<file path="config.mk">
export PLATFORM = sky130hd
export DESIGN_NAME = clkdiv_search
export DESIGN_NICKNAME = d
export VERILOG_FILES = /design/src/rtl/clkdiv_search_pkg.sv /design/src/rtl/clkdiv_serdiv.sv /design/src/rtl/clkdiv_best.sv /design/src/rtl/clkdiv_search.sv
export SDC_FILE = /design/constraint.sdc
export NUM_CORES = 1
export LEC_CHECK = 0
export BUFFER_PORTS_ARGS = -buffer_cell sky130_fd_sc_hd__buf_2
export CAP_MARGIN = 10
export CORE_UTILIZATION = 62
export CTS_CLUSTER_DIAMETER = 100
export DETAILED_ROUTE_END_ITERATION = 8
export GPL_TIMING_DRIVEN = 0
export PLACE_DENSITY = 0.8
export SLEW_MARGIN = 20
export SYNTH_ARGS = -nofsm -noshare
export SYNTH_HDL_FRONTEND = slang
export SYNTH_SLANG_ARGS = --single-unit
</file>
<file path="constraint.sdc">
create_clock -name clk -period 6.7 [get_ports clk]
set_clock_uncertainty 0.2 [all_clocks]
set_input_delay 0.67 -clock clk [delete_from_list [all_inputs] [get_ports clk]]
set_output_delay 0.67 -clock clk [all_outputs]
set_load 0.01 [all_outputs]
</file>
<file path="src/rtl/clkdiv_search_pkg.sv">
package clkdiv_search_pkg;

  typedef enum logic [2:0] {
    ST_IDLE,
    ST_BASE,
    ST_CAND,
    ST_WAIT,
    ST_DONE
  } scan_state_e;

endpackage

</file>
<file path="src/rtl/clkdiv_serdiv.sv">
module clkdiv_serdiv #(
  parameter int W = 32
) (
  input  logic         clk,
  input  logic         rst_n,
  input  logic         start_i,
  input  logic [W-1:0] dividend_i,
  input  logic [W-1:0] divisor_i,
  output logic         done_o,
  output logic [W-1:0] quot_o
);

  localparam int CW = $clog2(W + 1);
  localparam int W2 = 2 * W;

  logic [W-1:0]  rem_q, rem_n;
  logic [W-1:0]  quo_q, quo_n;
  logic [W-1:0]  dvs_q, dvs_n;
  logic [W-1:0]  dvd_q, dvd_n;
  logic [CW-1:0] cnt_q, cnt_n;
  logic          run_q, run_n;
  logic          done_q, done_n;
  logic [W:0]    shifted, trial;

  always_comb begin
    rem_n   = rem_q;
    quo_n   = quo_q;
    dvs_n   = dvs_q;
    dvd_n   = dvd_q;
    cnt_n   = cnt_q;
    run_n   = run_q;
    done_n  = 1'b0;
    shifted = {rem_q, quo_q[W-1]};
    trial   = shifted - {1'b0, dvs_q};
    if (start_i && !run_q) begin
      rem_n = '0;
      quo_n = dividend_i;
      dvs_n = divisor_i;
      dvd_n = dividend_i;
      cnt_n = CW'(W);
      run_n = 1'b1;
    end else if (run_q) begin
      if (!trial[W]) begin
        rem_n = trial[W-1:0];
        quo_n = {quo_q[W-2:0], 1'b1};
      end else begin
        rem_n = shifted[W-1:0];
        quo_n = {quo_q[W-2:0], 1'b0};
      end
      cnt_n = cnt_q - 1'b1;
      if (cnt_q == CW'(1)) begin
        run_n  = 1'b0;
        done_n = 1'b1;
      end
    end
  end

  always_ff @(posedge clk or negedge rst_n) begin
    if (!rst_n) begin
      rem_q  <= '0;
      quo_q  <= '0;
      dvs_q  <= '0;
      dvd_q  <= '0;
      cnt_q  <= '0;
      run_q  <= 1'b0;
      done_q <= 1'b0;
    end else begin
      rem_q  <= rem_n;
      quo_q  <= quo_n;
      dvs_q  <= dvs_n;
      dvd_q  <= dvd_n;
      cnt_q  <= cnt_n;
      run_q  <= run_n;
      done_q <= done_n;
    end
  end

  assign done_o = done_q;
  assign quot_o = quo_q;

  // the quotient handed out is the truncated quotient of the captured operands
  p_div_quot_r1: assert property (@(posedge clk) disable iff (!rst_n)
    done_q |-> ((W2'(quo_q) * W2'(dvs_q) <= W2'(dvd_q)) &&
                (W2'(dvd_q) - W2'(quo_q) * W2'(dvs_q) < W2'(dvs_q))));

endmodule

</file>
<file path="src/rtl/clkdiv_best.sv">
module clkdiv_best #(
  parameter int W  = 32,
  parameter int MW = 3,
  parameter int NW = 3
) (
  input  logic          clk,
  input  logic          rst_n,
  input  logic          clear_i,
  input  logic          valid_i,
  input  logic [W-1:0]  cand_i,
  input  logic [MW-1:0] m_i,
  input  logic [NW-1:0] n_i,
  input  logic [W-1:0]  target_i,
  output logic [W-1:0]  freq_o,
  output logic [MW-1:0] m_o,
  output logic [NW-1:0] n_o
);

  logic [W-1:0]  freq_q, freq_n;
  logic [MW-1:0] m_q, m_n;
  logic [NW-1:0] n_q, n_n;
  logic [W-1:0]  gap_cand, gap_best;
  logic          fits, closer;

  always_comb begin
    fits     = cand_i <= target_i;
    gap_cand = target_i - cand_i;
    gap_best = target_i - freq_q;
    closer   = gap_cand < gap_best;
    freq_n   = freq_q;
    m_n      = m_q;
    n_n      = n_q;
    if (clear_i) begin
      freq_n = '0;
      m_n    = '0;
      n_n    = '0;
    end else if (valid_i && fits && closer) begin
      freq_n = cand_i;
      m_n    = m_i;
      n_n    = n_i;
    end
  end

  always_ff @(posedge clk or negedge rst_n) begin
    if (!rst_n) begin
      freq_q <= '0;
      m_q    <= '0;
      n_q    <= '0;
    end else begin
      freq_q <= freq_n;
      m_q    <= m_n;
      n_q    <= n_n;
    end
  end

  assign freq_o = freq_q;
  assign m_o    = m_q;
  assign n_o    = n_q;

  // an offered candidate can only move the best closer to the target
  p_best_grows_r3: assert property (@(posedge clk) disable iff (!rst_n)
    (valid_i && !clear_i) |=> (freq_q >= $past(freq_q)));

endmodule

</file>
<file path="src/rtl/clkdiv_search.sv">
module clkdiv_search
  import clkdiv_search_pkg::*;
#(
  parameter int W        = 32,
  parameter int PREDIV   = 1,
  parameter int M_OFFSET = 1,
  parameter int M_STEPS  = 8,
  parameter int N_STEPS  = 8
) (
  input  logic                         clk,
  input  logic                         rst_n,
  input  logic                         start_i,
  input  logic [W-1:0]                 parent_i,
  input  logic [W-1:0]                 target_i,
  output logic                         busy_o,
  output logic                         done_o,
  output logic [W-1:0]                 freq_o,
  output logic [$clog2(M_STEPS)-1:0]   m_o,
  output logic [$clog2(N_STEPS)-1:0]   n_o
);

  localparam int MW = $clog2(M_STEPS);
  localparam int NW = $clog2(N_STEPS);
  localparam logic [W-1:0] BASE_DIV = W'(PREDIV * 10);

  generate
    if (M_OFFSET < 1) begin : g_bad_offset
      $error("M_OFFSET must be at least 1");
    end
    if (PREDIV < 1) begin : g_bad_prediv
      $error("PREDIV must be at least 1");
    end
  endgenerate

  logic [1:0] rsync_q;
  logic       rst_int_n;

  always_ff @(posedge clk or negedge rst_n) begin
    if (!rst_n) rsync_q <= 2'b00;
    else        rsync_q <= {rsync_q[0], 1'b1};
  end
  assign rst_int_n = rsync_q[1];

  scan_state_e   state_q, state_n;
  logic [W-1:0]  base_q, base_n;
  logic [W-1:0]  target_q, target_n;
  logic [MW-1:0] m_q, m_n;
  logic [NW-1:0] n_q, n_n;
  logic          accept, last_cand;
  logic          div_start, div_done;
  logic [W-1:0]  div_dvd, div_dvs, div_quot;
  logic          cand_valid;

  assign accept    = (state_q == ST_IDLE) && start_i;
  assign last_cand = (m_q == MW'(M_STEPS - 1)) && (n_q == NW'(N_STEPS - 1));

  always_comb begin
    state_n    = state_q;
    base_n     = base_q;
    target_n   = target_q;
    m_n        = m_q;
    n_n        = n_q;
    div_start  = 1'b0;
    div_dvd    = base_q >> n_q;
    div_dvs    = W'(m_q) + W'(M_OFFSET);
    cand_valid = 1'b0;
    case (state_q)
      ST_IDLE: if (start_i) begin
        div_start = 1'b1;
        div_dvd   = parent_i;
        div_dvs   = BASE_DIV;
        target_n  = target_i;
        m_n       = '0;
        n_n       = '0;
        state_n   = ST_BASE;
      end
      ST_BASE: if (div_done) begin
        base_n  = div_quot;
        state_n = ST_CAND;
      end
      ST_CAND: begin
        div_start = 1'b1;
        state_n   = ST_WAIT;
      end
      ST_WAIT: if (div_done) begin
        cand_valid = 1'b1;
        if (last_cand) begin
          state_n = ST_DONE;
        end else if (n_q == NW'(N_STEPS - 1)) begin
          n_n     = '0;
          m_n     = m_q + 1'b1;
          state_n = ST_CAND;
        end else begin
          n_n     = n_q + 1'b1;
          state_n = ST_CAND;
        end
      end
      ST_DONE: state_n = ST_IDLE;
      default: state_n = ST_IDLE;
    endcase
  end

  always_ff @(posedge clk or negedge rst_int_n) begin
    if (!rst_int_n) begin
      state_q  <= ST_IDLE;
      base_q   <= '0;
      target_q <= '0;
      m_q      <= '0;
      n_q      <= '0;
    end else begin
      state_q  <= state_n;
      base_q   <= base_n;
      target_q <= target_n;
      m_q      <= m_n;
      n_q      <= n_n;
    end
  end

  clkdiv_serdiv #(.W(W)) i_div (
    .clk        (clk),
    .rst_n      (rst_int_n),
    .start_i    (div_start),
    .dividend_i (div_dvd),
    .divisor_i  (div_dvs),
    .done_o     (div_done),
    .quot_o     (div_quot)
  );

  clkdiv_best #(.W(W), .MW(MW), .NW(NW)) i_best (
    .clk      (clk),
    .rst_n    (rst_int_n),
    .clear_i  (accept),
    .valid_i  (cand_valid),
    .cand_i   (div_quot),
    .m_i      (m_q),
    .n_i      (n_q),
    .target_i (target_q),
    .freq_o   (freq_o),
    .m_o      (m_o),
    .n_o      (n_o)
  );

  assign busy_o = (state_q != ST_IDLE);
  assign done_o = (state_q == ST_DONE);

  // the held best never exceeds the captured target
  p_below_target_r2: assert property (@(posedge clk) disable iff (!rst_int_n)
    freq_o <= target_q);

  // a start during a run leaves the captured target alone
  p_start_ignored_r5: assert property (@(posedge clk) disable iff (!rst_int_n)
    (busy_o && !done_o && start_i) |=> $stable(target_q));

  // done lasts one cycle and the unit is idle right after
  p_done_pulse_r6: assert property (@(posedge clk) disable iff (!rst_int_n)
    done_o |=> (!done_o && !busy_o));

  // idle with no start keeps the results steady
  p_hold_idle_r7: assert property (@(posedge clk) disable iff (!rst_int_n)
    (!busy_o && !start_i) |=> ($stable(freq_o) && $stable(m_o) && $stable(n_o)));

endmodule

</file>
**After elaboration in Yosys (flattened, before gate mapping)**

Cells that the tools add are included.

- Flip-flop bits (word level): 217
- Latch bits: 0
- Memory bits (writable): 0
- ROM bits: 0
- Input bits: 67
- Output and inout bits: 40
- Logic and storage cells: 95
- Memories kept: 0

- $add $sub $neg: 7
- $mul: 0
- Divide/modulo/power cells: 0
- $lt $le $gt $ge: 2
- Equal/unequal tests: 12
- Shift operators: 1
- Mux-type cells: 42
- Bitwise logic cells: 0
- Reductions and logical operators: 16

Operators by type and width:

| cell | count |
|---|---|
| 32-bit 2-to-1 mux | 9 |
| 32-bit subtractor | 2 |
| 3-bit 2-to-1 mux | 15 |
| 33-bit by 32-bit subtractor with 33-bit output | 1 |
| 32-bit less-or-equal comparator | 1 |
| 32-bit < comparator | 1 |
| 32-bit by 3-bit >> shifter with 32-bit output | 1 |
| 6-bit 2-to-1 mux | 2 |
| 3-bit case mux with 2 select lines | 2 |
| 3-bit case mux with 4 select lines | 1 |
| 1-bit 2-to-1 mux | 10 |
| 3-bit == test (second input constant) | 3 |
| 4-bit 2-to-1 mux | 2 |
| 3-bit by 1-bit adder with 3-bit output (second input constant) | 2 |
| 3-bit by 2-bit == test with 1-bit output (second input constant) | 2 |
| 6-bit by 1-bit == test with 1-bit output (second input constant) | 1 |
| 2-bit != test (second input constant) | 3 |
| 2-bit nonzero test | 3 |
| 6-bit by 1-bit subtractor with 6-bit output (second input constant) | 1 |
| 1-bit logical AND | 5 |
| 5-bit AND reduction | 1 |
| 3-bit by 1-bit adder with 4-bit output (second input constant) | 1 |
| 2-bit by 1-bit != test with 1-bit output (second input constant) | 2 |
| 2-bit AND reduction | 2 |
| 7 further kinds | 7 |

**Logic depth before layout (Yosys ltp)**

Gate-level depths: netlist (run 1).

- Depth after elaboration: 6
- Depth in mapped cells: 21
- Gate-level depth less buffers: 19

**Modules after synthesis**

A second synthesis (run 1) with hierarchy kept.

- Cells, all modules: 1977
- Area total of the unflattened synthesis: 16878.7 µm²

Modules (own cells, without submodules):

| module | times used | cells an instance | area an instance (µm²) | sequential area each (µm²) |
|---|---|---|---|---|
| clkdiv_serdiv | 1 | 748 | 6470.0 | 2602.5 |
| clkdiv_best | 1 | 775 | 6124.6 | 950.9 |
| clkdiv_search | 1 | 454 | 4284.1 | 1876.8 |

**Worst setup path before layout (run 1)**

OpenSTA, ideal clock, no wires.

- Path kind: reg-to-reg
- Start: reg i_best.freq_q[0] (netlist: i_best.freq_o[0])
- End: reg i_best.freq_q[10] (netlist: i_best.freq_o[10])
- Setup time: 131 ps
- Arrival: 4137 ps
- Required time: 6369 ps
- Setup slack: 2232 ps
- Stages on the path, launching flop included: 19
- Path buffers: 2
- Period minus slack after synthesis: 4468 ps
- Cells stage by stage: dfrtp_1 > ha_1 > inv_1 > fa_1 > a21o_1 > a221oi_2 > o221ai_1 > a21boi_1 > o221ai_1 > a211oi_1 > xor2_1 > ha_1 > a21oi_1 > nor2b_1 > a2111oi_0 > o211ai_1 > buf_2 > buf_2 > mux2i_1

- Longest elaborated chain between the ends: 4

Ends and longest elaborated chain:

| element | line | RTL |
|---|---|---|
| start: declaration | clkdiv_best.sv:19 | `logic [W-1:0] freq_q, freq_n;` |
| start signal: assignment | clkdiv_best.sv:50 | `freq_q <= freq_n;` |
| 32-bit subtractor | clkdiv_best.sv:28 | `gap_best = target_i - freq_q;` |
| 32-bit < comparator | clkdiv_best.sv:29 | `closer = gap_cand < gap_best;` |
| 1-bit logical AND | clkdiv_best.sv:37 | `end else if (valid_i && fits && closer) begin` |
| 2-bit nonzero test (no source line) | n/a |  |

Every way passes these cells.
A chain may end at the register's enable or synchronous reset.

**Worst setup path after layout (run 1)**

- Start: reg target_q[0]
- End: reg i_best.freq_q[8] (netlist: i_best.freq_o[8])

- Longest elaborated chain between the ends: 4
- Elaborated cells between the ends (all ways): 7
- Classes of those cells: add/sub: 2; order compare: 2; reduce/logical: 3

Ends and longest elaborated chain:

| element | line | RTL |
|---|---|---|
| start: declaration | clkdiv_search.sv:46 | `logic [W-1:0] target_q, target_n;` |
| start signal: assignment | clkdiv_search.sv:113 | `target_q <= target_n;` |
| 32-bit subtractor (tied with other cells) | clkdiv_best.sv:27 | `gap_cand = target_i - cand_i;` |
| 32-bit < comparator or 1-bit logical AND (tied branches) | clkdiv_best.sv:29, clkdiv_best.sv:37 |  |
| 1-bit logical AND (*) | clkdiv_best.sv:37 |  |
| 2-bit nonzero test (no source line) (*) | n/a |  |

Mark *: on every way between the ends. The rest lies on a longest branch, timed or not.

==> results of run 1 <==
## critical path: stages, from the launching register on
cell and delay [ns]:
dfrtp_1 0.37, inv_1 0.09, ha_1 0.18, inv_1 0.05
fa_1 0.41, a21o_1 0.21, a221oi_2 0.46, o221ai_1 0.36
a21boi_1 0.45, o221ai_1 0.35, nand4_1 0.19, nand3_1 0.11
ha_1 0.31, nand2_1 0.06, nor2_1 0.04, a211oi_1 0.25
o21ai_0 0.14, a2111oi_0 0.75, o211ai_1 0.24, buf_2 0.28
buf_2 0.29, mux2i_1 0.17
## timing repair
item / 4_1_cts / 5_1_grt
endpoints found under the setup margin: 0 / 0
hold buffers: 1 / 0
endpoints found under the hold margin: 2 / 0
## stage by stage
step	instance area (um2)	utilization, %	setup WS, ns	hold WS [ns]	setup TNS [ns]
final	15800	71.4	0.567	0.162	0
after global routing	15800	71.4	0.408	0.184	0
after CTS	15800	71.4	0.820	0.165	0
after detailed placement	15200	68.4	0.886	0.140	0
after global placement	15100	68.0	-1.28	0.138	-236.00
after floorplan	14200	-	0.843	0.131	0
## synthesized netlist by cell type (all sizes together), types with 3 or more instances
| master | number | share of area [%] |
|---|---|---|
| ha | 104 | 9.2 |
| mux2 | 38 | 3.0 |
| xor2 | 40 | 2.5 |
| nor2b | 11 | 0.48 |
| and2 | 8 | 0.35 |
| inv | 100 | 2.6 |
| nand3 | 42 | 1.5 |
| a21o | 31 | 1.6 |
| and3 | 13 | 0.58 |
| nand3b | 3 | 0.16 |
| a31oi | 11 | 0.48 |
| nor3 | 24 | 0.93 |
| and4 | 4 | 0.25 |
| o21bai | 15 | 0.79 |
| o21a | 13 | 0.69 |
| nor2 | 103 | 2.7 |
| buf | 17 | 0.54 |
| or3 | 3 | 0.13 |
| o2111ai | 3 | 0.19 |
| a2111oi | 3 | 0.32 |
| dfrtp | 189 | 33 |
| nand4b | 3 | 0.19 |
| nand4 | 26 | 1.1 |
| mux4 | 16 | 2.5 |
| a221oi | 9 | 0.60 |
| fa | 3 | 0.42 |
| nand2b | 9 | 0.40 |
| nor4 | 13 | 0.66 |
| a211o | 5 | 0.31 |
| a21oi | 116 | 4.1 |
| mux2i | 74 | 5.2 |
| o21ai | 102 | 3.6 |
| o221ai | 5 | 0.31 |
| nand2 | 242 | 6.4 |
| o211ai | 13 | 0.69 |
| a211oi | 69 | 3.6 |
| nor3b | 5 | 0.26 |
| clkbuf | 70 | 2.0 |
| xnor2 | 44 | 2.7 |
## cells by family (layout without fill, tap and decap cells)
kind of cell	Yosys count	count (layout)	share of synthesized area [%]
DFF	189	189	33.3
adders and majority gates	107	107	9.59
and+or+nand+nor	518	518	16.8
AOI/OAI and AO/OA	420	420	19.0
muxes	128	128	10.8
buffers and inverters	189	331	5.27
other	1	1	0.0264
xor gates and xnor gates	84	84	5.18
## final cells by class
cell class,count,area [um2]
Buffer,88,369
Clock buffer,17,425
Clock inverter,15,226
Fill cell,1748,6340
Inverter,101,379
Multi-Input combinational cell,1258,8720
Sequential cell,189,4730
Tap cell,280,350
Timing Repair Buffer,110,616
## registers in the layout, summed over array words and instances (netlist names), 4 cells and up
register / flops
base_q: 32
i_div.rem_q: 32
i_best.freq_o: 32
i_div.quot_o: 32
target_q: 32
i_div.dvs_q: 4
i_div.cnt_q: 6
## report_power, final
group	internal (W)	switching [W]	leakage, nW
combinational	0.0000186	0.0000245	5.53
clock	0.000535	0.000587	0.314
sequential	0.00114	0.00000670	2.40
## per-layer routing
metal  vias to the layer above  GRT usage, %  share of wire [%]
li1                       6101             -                  -
met1                      6235          47.3                 43
met2                       616          56.3                 46
met3                        98          6.78                8.4
met4                         0          12.0                3.2
met5                         -             0                  0
## how the worst max path moves through the flow
stage / from / end / slack (ns) / depth (start not counted)
floorplan: rsync_q[1] / base_q[0] / 0.84 / 0
global placement: rsync_q[1] / target_q[24] / -1.28 / 0
detailed placement: target_q[0] / i_best.freq_o[20] / 0.89 / 21
CTS: target_q[0] / i_best.freq_o[13] / 0.82 / 21
global route: target_q[0] / i_best.freq_o[13] / 0.41 / 21
finish: target_q[0] / i_best.freq_o[8] / 0.57 / 21
==> results.sh, run 1 <==
export IMPL_worst_slew_pin_slew_ns=0.975
export IMPL_synth_cell_types=83
export IMPL_routed_wl_um=40300
export IMPL_std_cell_rows=54
export IMPL_fmax_mhz=163
export IMPL_worstSetupPathType="reg -> reg"
export IMPL_relSlewSlack_pct=34.9
export IMPL_status="completed"
export IMPL_drc_errors=0
export IMPL_grt_pass1_wl_um=64500
export IMPL_p_leak_nw=8.25
export IMPL_diodes=0
export IMPL_globalplace_congestion=0.983
export IMPL_cts_htree_levels=4
export IMPL_dieWidth_um=153
export IMPL_synth_cells=1636
export IMPL_portBuffers=106
export IMPL_period_needed_ns=6.13
export IMPL_first_pass_iters=7
export IMPL_cp_required_ns=6.83
export IMPL_cts_tree="done"
export IMPL_syn_area_um2=14200
export IMPL_via_count=13100
export IMPL_track_usage_pct=35.0
export IMPL_rr_endpoint="i_best.freq_o[8]"
export IMPL_mostFrequentLayoutCells="242 x nand2_1, 188 x dfrtp_1, 116 x a21oi_1"
export IMPL_layout_commonest_cell="nand2_1"
export IMPL_cts_setup_buffers=0
export IMPL_hold_path_class="reg -> reg"
export IMPL_clkTransAtPathRegs_ns=0.09
export IMPL_clk_path_buf_depth=2
export IMPL_finalPower_w=0.00231
export IMPL_ioPinCount=107
export IMPL_r2r_start="target_q[0]"
export IMPL_synth_seq_area_share_pct=33.3
export IMPL_peakVddDrop_mv=0.167
export IMPL_synthToLayoutAreaGrowth_pct=11.4
export IMPL_cts_buffers=17
export IMPL_dieArea_um2=23500
export IMPL_rsz0062_at_grt="false"
export IMPL_hold_violations=0
export IMPL_antenna_found_initial=0
export IMPL_postRouteAntennaNets=0
export IMPL_drt_iter0_markers=1388
export IMPL_cts_sinks=189
export IMPL_cts_root_buf="clkbuf_16"
export IMPL_async_flop_share_pct=100
export IMPL_min_from="rsync_q[0]"
export IMPL_startpoint_type="flip-flop"
export IMPL_hold_path_depth=0
export IMPL_die_h_um=153
export IMPL_drive_above_1_share_pct=12.4
export IMPL_viasPerCell=6.34
export IMPL_clk_latency_ns=0.46
export IMPL_grt_max_degree=58
export IMPL_synth_ff_type="dfrtp_1"
export IMPL_dp_cells=2025
export IMPL_hold_end="rsync_q[1]"
export IMPL_grt_ovfl_total=0
export IMPL_slew_violations=0
export IMPL_p_per_area_nw_per_um2=146
export IMPL_core_area_um2=22200
export IMPL_syn_nets=1810
export IMPL_drv_cap=0
export IMPL_reg2reg_setup_slack_ns=0.57
export IMPL_grt_pass1_vias=12400
export IMPL_ff2ff_path_depth=21
export IMPL_synth_edf_count=0
export IMPL_avgSynthCellArea_um2=8.68
export IMPL_synth_warnings=0
export IMPL_worstPathArrival_ns=6.26
export IMPL_start_util_pct=64.1
export IMPL_fin_cells=2058
export IMPL_crit_fanout=10
export IMPL_cts_resized=0
export IMPL_ys_seq_elements=189
export IMPL_finalCritPeriodShare_pct=91.5
export IMPL_hpwl_um=31000
export IMPL_nets=1939
export IMPL_finalSetupViolCount=0
export IMPL_end_kind="flip-flop"
export IMPL_wire_per_inst_um=19.6
(Power assumes the default switching activity.)
==> run 2, diff against run 1 <==
--- a/config.mk
+++ b/config.mk
@@ -7,11 +7,12 @@
 export LEC_CHECK = 0
 export BUFFER_PORTS_ARGS = -buffer_cell sky130_fd_sc_hd__buf_2
 export CAP_MARGIN = 10
-export CORE_UTILIZATION = 62
+export CORE_MARGIN = 8
+export CORE_UTILIZATION = 45
 export CTS_CLUSTER_DIAMETER = 100
 export DETAILED_ROUTE_END_ITERATION = 8
 export GPL_TIMING_DRIVEN = 0
-export PLACE_DENSITY = 0.8
+export PLACE_DENSITY = 0.61
 export SLEW_MARGIN = 20
 export SYNTH_ARGS = -nofsm -noshare
 export SYNTH_HDL_FRONTEND = slang
==> results.sh, run 2 (synthesis gave the netlist of run 1 again) <==
export IMPL_setup_tns_ns=0
export IMPL_startpoint_type="flip-flop"
export IMPL_dieWidth_um=194
export IMPL_first_pass_iters=5
export IMPL_end_kind="flip-flop"
export IMPL_track_usage_pct=22.5
export IMPL_ioPinCount=107
export IMPL_mostFrequentLayoutCells="242 x nand2_1, 188 x dfrtp_1, 116 x a21oi_1"
export IMPL_p_sw_w=0.000555
export IMPL_grt_max_degree=44
export IMPL_p_leak_nw=8.24
export IMPL_switching_share_pct=24.2
export IMPL_finalCritPeriodShare_pct=88.8
export IMPL_grt_pass1_wl_um=68200
export IMPL_std_cell_rows=65
export IMPL_core_area_um2=31300
export IMPL_slew_violations=0
export IMPL_hold_violations=0
export IMPL_period_needed_ns=5.95
export IMPL_fin_hold_ws_ns=0.101
export IMPL_finalSetupViolCount=0
export IMPL_drv_cap=0
export IMPL_synthToLayoutAreaGrowth_pct=12.3
export IMPL_routed_wl_um=42300
export IMPL_p_per_area_nw_per_um2=144
export IMPL_cts_buffers=17
export IMPL_cts_setup_buffers=0
export IMPL_portBuffers=106
export IMPL_cts_root_buf="clkbuf_16"
export IMPL_worstSetupPathType="reg -> reg"
export IMPL_wire_per_inst_um=19.4
export IMPL_clkPwrFrac_pct=48.0
export IMPL_antenna_found_initial=0
export IMPL_multiInputGateArea_um2=8720
export IMPL_clk_latency_ns=0.46
export IMPL_p_int_w=0.00174
export IMPL_grt_ovfl_total=0
export IMPL_nets=1940
export IMPL_rsz0062_at_grt="false"
export IMPL_postRouteAntennaNets=0
export IMPL_via_count=12600
export IMPL_hold_path_class="reg -> async"
export IMPL_cts_sinks=189
export IMPL_viasPerCell=5.79
export IMPL_clkTransAtPathRegs_ns=0.08
export IMPL_status="completed"
export IMPL_drc_errors=0
export IMPL_layout_commonest_cell="nand2_1"
export IMPL_peakVddDrop_mv=0.180
export IMPL_cts_tree="done"
export IMPL_fmax_mhz=168
export IMPL_worst_slew_pin_slew_ns=1.03
export IMPL_start_util_pct=45.3
export IMPL_cp_required_ns=6.87
export IMPL_dieArea_um2=37500
export IMPL_finalPower_w=0.00229
export IMPL_fillers=2958
export IMPL_diodes=0
export IMPL_relSlewSlack_pct=31.3
export IMPL_die_h_um=194
export IMPL_cts_htree_levels=4
export IMPL_grt_pass1_vias=12600
export IMPL_combPwrFrac_pct=2.0
export IMPL_globalplace_congestion=0.896
export IMPL_drt_iter0_markers=859
export IMPL_register_area_um2=4730
export IMPL_p_seq_share_pct=50.0
export IMPL_hpwl_um=33200
export IMPL_clk_path_buf_depth=2
export IMPL_worstPathArrival_ns=6.12
export IMPL_drive_above_1_share_pct=12.4
export IMPL_crit_fanout=10
## run 2: path summary, 6_finish.rpt
| kind | from | end | slack (ns) | cells past startpoint |
|---|---|---|---|---|
| min in group clk | rsync_q[0] | rsync_q[1] | 0.16 | 0 |
| max in group asynchronous | rsync_q[1] | i_best.freq_o[23] | 5.05 | 3 |
| max | target_q[0] | i_best.freq_o[9] | 0.75 | 20 |
| min reg2reg | rsync_q[1] | i_div.quot_o[5] | 0.10 | 0 |
| min | rsync_q[1] | i_div.quot_o[5] | 0.10 | 0 |
| max reg2reg | target_q[0] | i_best.freq_o[9] | 0.75 | 20 |
## run 2: through the flow
stage / cell area [um2] / worst slack, ns / util (%) / cells
after CTS: 15900 / 0.738 / 50.9 / 2181
after global routing: 15900 / 0.460 / 50.9 / 2181
final: 15900 / 0.749 / 50.9 / 2181
after global placement: 15200 / -1.54 / 48.6 / 2144
after detailed placement: 15300 / 0.803 / 48.9 / 2148
after floorplan: 14200 / 0.843 / - / 1636
## run 2: cell type report
cell class	instances	share of cell area [%]
Buffer	88	2.32
Multi-Input combinational cell	1258	54.7
Sequential cell	189	29.7
Clock buffer	18	2.76
Clock inverter	14	1.09
Inverter	101	2.38
Tap cell	402	3.16
Timing Repair Buffer	111	3.89
## run 2: per-layer routing
layer | share of wire [%] | vias up | global-route usage, %
li1 | - | 6134 | -
met1 | 46 | 6115 | 30.0
met2 | 46 | 317 | 36.7
met3 | 4.5 | 60 | 4.03
met4 | 2.6 | 0 | 7.18
met5 | 0 | - | 0
## run 2: critical path: stages (launching register included)
cell	delay [ns]
dfrtp_1	0.37
inv_1	0.10
ha_1	0.17
inv_1	0.05
fa_1	0.42
a21o_1	0.21
a221oi_2	0.44
o221ai_1	0.35
a21boi_1	0.48
o221ai_1	0.35
a211oi_1	0.38
xor2_1	0.14
ha_1	0.33
nand4_1	0.12
nor2_1	0.13
nand3_1	0.13
a211o_1	0.30
o211ai_1	0.11
buf_2	0.38
buf_2	0.43
mux2i_1	0.25
## run 2: timing repair
item                                   4_1_cts  5_1_grt
setup endpoints to repair                    0        0
resized for setup                            0        0
endpoints found under the hold margin        2        0
hold buffers                                 1        0
## run 2: power by group through the flow
stage	clock (W)	sequential (W)	combinational (W)
detailed placement	0	0.00117	0.0000471
global route	0.00116	0.00115	0.0000519
global placement	0	0.00119	0.0000223
finish	0.00110	0.00114	0.0000463
CTS	0.00112	0.00114	0.0000477
floorplan	0	0.00118	0.000000387
==> run 3, diff against run 2 <==
--- a/config.mk
+++ b/config.mk
@@ -8,11 +8,13 @@
 export BUFFER_PORTS_ARGS = -buffer_cell sky130_fd_sc_hd__buf_2
 export CAP_MARGIN = 10
 export CORE_MARGIN = 8
-export CORE_UTILIZATION = 45
+export CORE_UTILIZATION = 40
 export CTS_CLUSTER_DIAMETER = 100
 export DETAILED_ROUTE_END_ITERATION = 8
 export GPL_TIMING_DRIVEN = 0
-export PLACE_DENSITY = 0.61
+export PLACE_DENSITY = 0.55
+export SKIP_CTS_REPAIR_TIMING = 1
+export SKIP_LAST_GASP = 1
 export SLEW_MARGIN = 20
 export SYNTH_ARGS = -nofsm -noshare
 export SYNTH_HDL_FRONTEND = slang
==> results.sh, run 3 (synthesis gave the netlist of run 1 again) <==
export IMPL_track_usage_pct=20.7
export IMPL_period_needed_ns=6.00
export IMPL_clk_path_buf_depth=2
export IMPL_setup_tns_ns=0
export IMPL_grt_ovfl_total=0
export IMPL_mostFrequentLayoutCells="242 x nand2_1, 188 x dfrtp_1, 116 x a21oi_1"
export IMPL_nets=1939
export IMPL_core_area_um2=35200
export IMPL_fmax_mhz=167
export IMPL_drv_cap=0
export IMPL_slew_violations=0
export IMPL_startpoint_type="flip-flop"
export IMPL_hpwl_um=34000
export IMPL_ioPinCount=107
export IMPL_hold_end="rsync_q[1]"
export IMPL_end_kind="flip-flop"
export IMPL_hold_path_depth=0
export IMPL_die_h_um=204
export IMPL_wire_per_inst_um=19.2
export IMPL_crit_buf_inv=4
export IMPL_design_area_um2=16100
export IMPL_cts_htree_levels=4
export IMPL_cpPeakStageDelay_ns=0.47
export IMPL_clk_latency_ns=0.46
export IMPL_cts_buffers=17
export IMPL_diodes=0
export IMPL_cts_tree="done"
export IMPL_crit_fanout=10
export IMPL_ff2ff_path_depth=20
export IMPL_hold_path_class="reg -> reg"
export IMPL_dieArea_um2=41800
export IMPL_cts_sinks=189
export IMPL_viasPerCell=5.61
export IMPL_grt_pass1_vias=12400
export IMPL_antenna_found_initial=0
export IMPL_r2r_start="target_q[0]"
export IMPL_reg2reg_setup_slack_ns=0.70
export IMPL_grt_max_degree=54
export IMPL_hold_violations=0
export IMPL_routed_wl_um=43000
export IMPL_globalplace_congestion=0.893
export IMPL_dp_slack_ns=0.768
export IMPL_start_util_pct=40.3
export IMPL_slowest_stage="a21boi_1"
export IMPL_cp_num_cells=20
export IMPL_peakVddDrop_mv=0.183
export IMPL_postRouteAntennaNets=0
export IMPL_rsz0062_at_grt="false"
export IMPL_drc_errors=0
export IMPL_cts_root_buf="clkbuf_16"
export IMPL_cp_required_ns=6.87
export IMPL_min_from="rsync_q[0]"
export IMPL_drive_above_1_share_pct=12.3
export IMPL_placed_area_um2=15400
export IMPL_dieWidth_um=204
export IMPL_synthToLayoutAreaGrowth_pct=13.1
export IMPL_p_per_area_nw_per_um2=147
export IMPL_std_cell_rows=69
export IMPL_clkTransAtPathRegs_ns=0.08
export IMPL_layout_setup_ws_ns=0.696
export IMPL_grt_pass1_wl_um=68900
export IMPL_rr_endpoint="i_best.freq_o[9]"
export IMPL_worstSetupPathType="reg -> reg"
export IMPL_via_count=12600
export IMPL_finalCritPeriodShare_pct=89.6
export IMPL_status="completed"
export IMPL_crit_family="compound AO/OA/AOI/OAI gates"
export IMPL_first_pass_iters=5
export IMPL_p_leak_nw=8.26
export IMPL_drt_iter0_markers=765
export IMPL_finalSetupViolCount=0
export IMPL_portBuffers=106
export IMPL_worstPathArrival_ns=6.17
export IMPL_worst_slew_pin_slew_ns=1.07
export IMPL_crit_chain="inv_1 -> ha_1 -> inv_1 -> fa_1 -> a21o_1 -> a221oi_2 -> o221ai_1 -> a21boi_1 -> o221ai_1 -> a211oi_1 -> xor2_1 -> ha_1 -> nand4_1 -> nor2_1 -> nand3_1 -> a211o_1 -> o211ai_1 -> buf_2 -> buf_2 -> mux2i_1"
export IMPL_layout_commonest_cell="nand2_1"
export IMPL_relSlewSlack_pct=28.4
-- run 3: cell types whose count changed in the layout (fill, tap and decap cells not counted) --
cell,change
buf_12,-3
buf_16,+2
bufinv_16,+2
clkbuf_1,+1
clkinv_2,-2
clkinv_4,-1
clkinvlp_4,-1
inv_6,+1
-- run 3: through the flow --
step | total power, W | hold WS (ns) | util, % | cells
2_1_floorplan | 0.00118 | 0.131 | - | 1636
3_3_place_gp | 0.00121 | 0.136 | 43.4 | 2203
3_5_place_dp | 0.00122 | 0.143 | 43.7 | 2206
4_1_cts | 0.00239 | -0.246 | 45.5 | 2238
5_1_grt | 0.00243 | 0.180 | 45.6 | 2239
6_report | 0.00236 | 0.147 | 45.6 | 2239
-- run 3: layout make-up --
type	instances	area, um2
Tap cell	461	577
Fill cell	3524	19200
Buffer	88	369
Timing Repair Buffer	110	616
Clock buffer	19	443
Clock inverter	13	216
Multi-Input combinational cell	1258	8720
Sequential cell	189	4730
Inverter	101	379
-- run 3: how the worst max path moves through the flow --
stage,from,to,slack (ns)
after floorplan,rsync_q[1],base_q[0],0.84
after global placement,rsync_q[1],target_q[22],-1.66
after detailed placement,target_q[0],i_best.freq_o[3],0.77
after CTS,target_q[0],i_best.freq_o[9],0.71
after global routing,target_q[0],i_best.freq_o[10],0.26
final,target_q[0],i_best.freq_o[9],0.70
-- run 3: report_power, final --
group          total [W]  switching [W]  leakage [nW]  internal [W]
Sequential       0.00115     0.00000593          2.40       0.00114
Clock            0.00117       0.000513         0.324      0.000654
Combinational  0.0000452      0.0000266          5.53     0.0000186
Total            0.00236       0.000545          8.26       0.00181
-- run 3: metal layers --
metal	global-route usage, %	vias to the layer above	part of all wire (%)
met1	28.1	6100	47
li1	-	6122	-
met3	2.63	49	3.9
met5	0	-	0
met2	33.7	286	47
met4	6.89	0	2.3
